## config.mk

```make
export PLATFORM = sky130hd
export DESIGN_NAME = presetctr_bank
export DESIGN_NICKNAME = d
export VERILOG_FILES = /design/src/rtl/presetctr_pkg.sv /design/src/rtl/ctr_channel.sv /design/src/rtl/preset_group.sv /design/src/rtl/stop_ctrl.sv /design/src/rtl/presetctr_bank.sv
export SDC_FILE = /design/constraint.sdc
export NUM_CORES = 2
export LEC_CHECK = 0
export BUFFER_PORTS_ARGS = -buffer_cell sky130_fd_sc_hd__buf_2
export CAP_MARGIN = 0
export CELL_PAD_IN_SITES_DETAIL_PLACEMENT = 1
export CELL_PAD_IN_SITES_GLOBAL_PLACEMENT = 2
export CORE_MARGIN = 4
export CORE_UTILIZATION = 23
export DETAILED_ROUTE_END_ITERATION = 16
export PLACE_DENSITY = 0.54
export REMOVE_ABC_BUFFERS = 1
export SYNTH_ARGS = -nofsm -noshare
export SYNTH_HDL_FRONTEND = slang
export SYNTH_HIERARCHICAL = 1
export SYNTH_SLANG_ARGS = --single-unit
```

## constraint.sdc

```tcl
create_clock -name clk -period 44.2 [get_ports clk]
set_clock_uncertainty 0.2 [all_clocks]
set_input_delay 4.42 -clock clk [delete_from_list [all_inputs] [get_ports clk]]
set_output_delay 4.42 -clock clk [all_outputs]
set_load 0.01 [all_outputs]
```

## src/rtl/presetctr_pkg.sv

```systemverilog
package presetctr_pkg;
  // control register write bits (write-one commands)
  localparam int CTL_START = 0;
  localparam int CTL_STOP  = 1;
  localparam int CTL_CLR   = 2;
  localparam int CTL_HCLR  = 3;
  // control register read layout
  localparam int HIT_LSB   = 8;
  // setup register layout
  localparam int SEL_STRIDE = 8;
  localparam int EN_LSB     = 16;

  typedef struct packed {
    logic start;
    logic stop;
    logic clr;
    logic hclr;
  } ctl_cmd_t;
endpackage

```

## src/rtl/ctr_channel.sv

```systemverilog
module ctr_channel #(
  parameter int CW = 32
) (
  input  logic          clk,
  input  logic          rst_n,
  input  logic          run,
  input  logic          pulse,
  input  logic          inhibit,
  input  logic          clr,
  output logic [CW-1:0] count
);
  logic [CW-1:0] cnt_q, cnt_d;
  logic          cnt_en;

  always_comb begin
    cnt_en = clr | (run & pulse & ~inhibit);
    cnt_d  = clr ? '0 : cnt_q + CW'(1);
  end

  always_ff @(posedge clk or negedge rst_n) begin
    if (!rst_n)      cnt_q <= '0;
    else if (cnt_en) cnt_q <= cnt_d;
  end

  assign count = cnt_q;
endmodule

```

## src/rtl/preset_group.sv

```systemverilog
module preset_group #(
  parameter int CW    = 32,
  parameter int GSIZE = 16,
  parameter int SEL_W = 4
) (
  input  logic [GSIZE*CW-1:0] grp_cnt,
  input  logic [SEL_W-1:0]    sel,
  input  logic [CW-1:0]       target,
  output logic                reached
);
  logic [CW-1:0] picked;

  always_comb begin
    picked = '0;
    for (int i = 0; i < GSIZE; i++)
      if (sel == SEL_W'(i)) picked = grp_cnt[i*CW +: CW];
    reached = (picked >= target);
  end
endmodule

```

## src/rtl/stop_ctrl.sv

```systemverilog
module stop_ctrl #(
  parameter int N_GRP    = 2,
  parameter int STOP_LAT = 2
) (
  input  logic             clk,
  input  logic             rst_n,
  input  logic [N_GRP-1:0] reached,
  input  logic [N_GRP-1:0] grp_en,
  input  logic             start,
  input  logic             stop,
  input  logic             hclr,
  output logic             run_q,
  output logic [N_GRP-1:0] hit_q
);
  logic                run_d;
  logic [N_GRP-1:0]    hit_d, det;
  logic [STOP_LAT-1:0] pend_q, pend_d;
  logic [STOP_LAT:0]   shift;
  logic                fire;

  always_comb begin
    det   = reached & grp_en & {N_GRP{run_q & ~(|pend_q)}};
    fire  = |det;
    shift = {pend_q, fire};
    run_d  = run_q;
    hit_d  = hit_q | det;
    pend_d = shift[STOP_LAT-1:0];
    if (pend_q[STOP_LAT-1]) run_d = 1'b0;
    if (hclr) hit_d = '0;
    if (stop) begin
      run_d  = 1'b0;
      pend_d = '0;
    end
    if (start) begin
      run_d  = 1'b1;
      hit_d  = '0;
      pend_d = '0;
    end
  end

  always_ff @(posedge clk or negedge rst_n) begin
    if (!rst_n) begin
      run_q  <= 1'b0;
      hit_q  <= '0;
      pend_q <= '0;
    end else begin
      run_q  <= run_d;
      hit_q  <= hit_d;
      pend_q <= pend_d;
    end
  end
endmodule

```

## src/rtl/presetctr_bank.sv

```systemverilog
module presetctr_bank
  import presetctr_pkg::*;
#(
  parameter  int N_CH     = 32,
  parameter  int CW       = 32,
  parameter  int N_GRP    = 2,
  parameter  int STOP_LAT = 2,
  localparam int AW       = $clog2(N_CH + N_GRP + 2)
) (
  input  logic            clk,
  input  logic            rst_n,
  input  logic [N_CH-1:0] pulse_in,
  input  logic [N_CH-1:0] inhibit_mask,
  input  logic            wr_en,
  input  logic [AW-1:0]   wr_addr,
  input  logic [CW-1:0]   wr_data,
  input  logic [AW-1:0]   rd_addr,
  output logic [CW-1:0]   rd_data
);
  localparam int GSIZE      = N_CH / N_GRP;
  localparam int SEL_W      = $clog2(GSIZE);
  localparam int ADDR_CTL   = N_CH;
  localparam int ADDR_TGT   = N_CH + 1;
  localparam int ADDR_SETUP = N_CH + 1 + N_GRP;

  // reset: asserted asynchronously, released on the clock
  logic [1:0] rsync_q;
  logic       rst_n_s;
  always_ff @(posedge clk or negedge rst_n) begin
    if (!rst_n) rsync_q <= '0;
    else        rsync_q <= {rsync_q[0], 1'b1};
  end
  assign rst_n_s = rsync_q[1];

  // command decode
  ctl_cmd_t cmd;
  logic     start_cmd, stop_cmd, clr_cmd, hclr_cmd;
  always_comb begin
    cmd.start = wr_en && (wr_addr == AW'(ADDR_CTL)) && wr_data[CTL_START];
    cmd.stop  = wr_en && (wr_addr == AW'(ADDR_CTL)) && wr_data[CTL_STOP];
    cmd.clr   = wr_en && (wr_addr == AW'(ADDR_CTL)) && wr_data[CTL_CLR];
    cmd.hclr  = wr_en && (wr_addr == AW'(ADDR_CTL)) && wr_data[CTL_HCLR];
  end
  assign start_cmd = cmd.start;
  assign stop_cmd  = cmd.stop;
  assign clr_cmd   = cmd.clr;
  assign hclr_cmd  = cmd.hclr;

  logic             run_q;
  logic [N_GRP-1:0] hit_q, reached, en_q;
  logic [N_CH*CW-1:0] cnt_flat;
  logic [CW-1:0]      cnt [N_CH];

  // channels
  for (genvar c = 0; c < N_CH; c++) begin : g_ch
    ctr_channel #(.CW(CW)) ch_i (
      .clk(clk), .rst_n(rst_n_s), .run(run_q), .pulse(pulse_in[c]),
      .inhibit(inhibit_mask[c]), .clr(clr_cmd), .count(cnt[c])
    );
    assign cnt_flat[c*CW +: CW] = cnt[c];
  end

  // per-group configuration and compare
  logic [CW-1:0]    tgt_q [N_GRP];
  logic [SEL_W-1:0] sel_q [N_GRP];
  for (genvar g = 0; g < N_GRP; g++) begin : g_grp
    logic             tgt_we, setup_we;
    logic [CW-1:0]    tgt_d;
    logic [SEL_W-1:0] sel_d;
    logic             en_d;

    always_comb begin
      tgt_we   = wr_en && (wr_addr == AW'(ADDR_TGT + g));
      setup_we = wr_en && (wr_addr == AW'(ADDR_SETUP));
      tgt_d    = wr_data;
      sel_d    = wr_data[g*SEL_STRIDE +: SEL_W];
      en_d     = wr_data[EN_LSB + g];
    end

    always_ff @(posedge clk or negedge rst_n_s) begin
      if (!rst_n_s) begin
        tgt_q[g] <= '0;
        sel_q[g] <= '0;
        en_q[g]  <= 1'b0;
      end else begin
        if (tgt_we) tgt_q[g] <= tgt_d;
        if (setup_we) begin
          sel_q[g] <= sel_d;
          en_q[g]  <= en_d;
        end
      end
    end

    preset_group #(.CW(CW), .GSIZE(GSIZE), .SEL_W(SEL_W)) pg_i (
      .grp_cnt(cnt_flat[g*GSIZE*CW +: GSIZE*CW]), .sel(sel_q[g]),
      .target(tgt_q[g]), .reached(reached[g])
    );
  end

  stop_ctrl #(.N_GRP(N_GRP), .STOP_LAT(STOP_LAT)) sc_i (
    .clk(clk), .rst_n(rst_n_s), .reached(reached), .grp_en(en_q),
    .start(start_cmd), .stop(stop_cmd), .hclr(hclr_cmd),
    .run_q(run_q), .hit_q(hit_q)
  );

  // read port
  always_comb begin
    rd_data = '0;
    for (int i = 0; i < N_CH; i++)
      if (rd_addr == AW'(i)) rd_data = cnt[i];
    if (rd_addr == AW'(ADDR_CTL)) begin
      rd_data[0]                = run_q;
      rd_data[HIT_LSB +: N_GRP] = hit_q;
    end
    for (int g = 0; g < N_GRP; g++)
      if (rd_addr == AW'(ADDR_TGT + g)) rd_data = tgt_q[g];
    if (rd_addr == AW'(ADDR_SETUP))
      for (int g = 0; g < N_GRP; g++) begin
        rd_data[g*SEL_STRIDE +: SEL_W] = sel_q[g];
        rd_data[EN_LSB + g]            = en_q[g];
      end
  end
endmodule

```

==> reports/results.txt <==
First-pass GRT wire length: 745700 um
Crit path launch: rd_addr[0]
Top_reg_cell synth: dfrtp_1
Crit path arrival time: 9690 ps
HP Start: rsync_q[0]
Post-synth EDFFs: 0
Final std cells w/o fill: 13500
Synthesized cell area: 78660 um^2
Reg2reg path depth: 15
Setup Crit Path Kind: input port to output pin
Final Hold Fails: 0
Largest net degree at the start of global routing: 170
Fmax: 0.06987 GHz
Simple-gate area share of the yosys netlist: 26.05%
Initial antenna violation count: 52
VDD IR-drop max: 0.00002564 V
Worst R2R Setup Slack: 37440 ps
Max Cap Viol: 1
Commonest non-fill, non-tap cells in the layout: dfrtp_1 (1097), a21oi_1 (819), nor2_1 (729)
Post-synth top area share: 35.15%
Leading cell type in the layout, fill and taps excluded: dfrtp_1
LEAKAGE: 33.35 nW
Netlist cell types: 105
Tcrit/Tclk final: 32.38%
Layout fillers: 39200
Ys async rst share: 100.0%
Critical path startpoint category: input port
Syn Area/Cell: 8.814 um^2
Slowest cell on the critical path: a211oi_1
Hold depth: 0
Relative slew slack: 0.9629%
Most numerous cell on the critical path: nand2_1
Critical Path Max Stage Delay: 1200 ps
Latest clock arrival within the worst-skew pair: 910 ps
Hold Path Sink: rsync_q[1]
Reg2reg start: sel_q[0]
GPL Wtd Cong: 1.010
Reg clk slew, reported paths: 50 ps
CTS Buf Count: 157
Post-Synth Adder-Cell Area: 1.527%
Top cell type by total area after synthesis: dfrtp_1
Final setup fails: 0
Crit Path Max Fanout: 62
CP Buf/Inv Count: 3
Yosys synthesis warning count: 6
Total Wirelength: 556900 um
Total power: 2.990 mW
Cells after Synth: 8924
Fin Setup TNS: 0 ps
CP Data Required Time: 39580 ps
Row cnt: 214
Worst-path cell chain: buf_8, buf_4, nor2_2, nand2_1, nand2_1, a21oi_1, nand4_1, a211oi_1, o21ai_0, buf_2
1st-iter DRT viols: 7885
Status: finished, violations left
Sequential cell area fraction in the yosys report: 35.15%
Sink Count: 1105
Antenna-violating nets left: 0
Layout cell share with drive strength beyond 1: 13.38%
Yosys reg bits: 1105
Post_cts resized: 0
Via Count: 81380
Post-layout min period: 14310 ps
Area growth syn-to-layout: 13.65%
1st-pass router iterations: 9
TritonCTS clock tree: done
Post-synthesis mux area share: 7.858%
Drt drc: 0
Setup Buffers After CTS: 0
Die Span X: 592.8 um
H-tree depth: 4
I/O Buffers: 142
Clock buffer depth: 4
Cts hold-fix bufs: 0
Final Net Count: 9035
Die height: 592.8 um
Worst R2R End: sc_i/pend_q[0]
Core area: 340300 um^2
CP Capture Type: output pin
Worst-Margin Slew: 1477 ps
Total placed cells including tap cells: 13210
Ranking of synthesized cells by area: dfrtp_1 (35%), a21oi_1 (5.2%), mux2_2 (3.7%)
Synth Area in Compound Gates: 20.49%
Pins Over Slew Limit: 0
Unrepaired setup endpoints after global routing: false
Post-DP HPWL: 440200 um
Pwr Density: 33.44 nW/um^2
Min-Delay Path Class: flip-flop to flip-flop
Failing checks: max-capacitance violations
Synth Area in XOR/XNOR: 3.563%
Initial core utilization: 23.11%
Crit path max-delay family: compound AO/OA/AOI/OAI gates
Total global-route track usage: 30.66%
Top Ports: 143
Die area: 351400 um^2
Vias per cell: 6.027
CTS root buffer: clkbuf_16
Vias in the first global route: 81010
Gr ovfl total: 0
Routed WL per cell: 41.25 um
Main combinational cell family by area after synthesis: simple AND/OR/NAND/NOR gates
==> worst max-delay path by stage <==
stage	slack (ps)	cells past startpoint	endpoint
after floorplan	10920	0	en_q[0]
after global placement	30260	10	rd_data[5]
after detailed placement	30350	10	rd_data[6]
after CTS	30350	10	rd_data[6]
after global routing	29890	10	rd_data[6]
final	29890	10	rd_data[6]
==> cell families after synthesis <==
logic type | after synthesis
AO/OA/AOI/OAI | 2458
adder cells (fa/ha/maj) | 96
flip-flops | 1105
multiplexers | 499
other | 1
AND/OR/NAND/NOR | 3525
buffers and inverters | 920
XOR/XNOR | 320
==> synthesized netlist by cell type, types with 28 or more instances <==
master and n:
or3_1 236, o22ai_1 134, o211ai_1 31, a221o_1 29
o21ai_0 306, or4_1 357, a21oi_1 819, xnor2_1 160
xor2_1 160, inv_1 244, nand3_2 32, clkbuf_1 380
a22o_1 66, buf_4 39, mux2i_1 172, buf_2 190
nand4_1 292, a31oi_1 40, nand3b_4 32, and4b_1 35
buf_6 46, or2_2 33, mux2_2 260, nand4b_1 98
nand4bb_1 35, o41ai_1 132, nor2_1 731, nand2_1 586
and2_1 40, mux4_2 61, nand3_1 313, dfrtp_1 1105
nor3_1 67, nor2b_1 119, and4_1 112, and3_2 32
a22oi_1 194, a222oi_1 28, nor4_1 242, o31ai_1 338
a221oi_1 70, o221ai_1 45, a211oi_1 35, ha_1 96
or4b_1 36
==> flip-flops by register name, summed over array words and instances (netlist names) <==
| name | count |
|---|---|
| sc_i/run_q | 1 |
| sc_i/hit_q | 2 |
| rsync_q | 2 |
| g_ch.ch_i/count | 1024 |
| tgt_q | 64 |
| en_q | 2 |
| sel_q | 8 |
| sc_i/pend_q | 2 |
==> per-stage QoR <==
stage               worst slack (ps)  area (um^2)  hold WS [ps]  util [%]
global route                   29890        89350         160.9     26.26
global placement               30260        84020         139.7     24.69
finish                         29890        89400         149.8     26.27
floorplan                      10920        75370         131.2         -
detailed placement             30350        84020         136.4     24.69
CTS                            30350        89340         150.0     26.25
==> area by class of cell <==
type	instances	area, um^2	share of cell area [%]
diodes	23	57.56	0.06438
multi-input cells	6899	46880	52.44
inverters	246	924.6	1.034
flip-flops and latches	1105	27680	30.96
repair buffers	419	2856	3.195
clock inverters	42	606.8	0.6788
clock buffers	231	4720	5.279
well taps	4536	5675	6.348
==> report_power, final <==
group          switching [mW]  internal [mW]  leakage (nW)
sequential              0.136           1.05          15.3
combinational           0.326          0.135          15.4
clock                   0.543          0.799          2.63
==> metal layers <==
metal,up-vias,routed length (um),global-route usage (%)
met2,3187,260300,50.73
met1,42640,214100,35.56
li1,34340,-,-
met3,1175,29080,4.709
met5,-,180,0
met4,26,53290,23.74
Note: power is estimated with default switching activity, not from simulation.
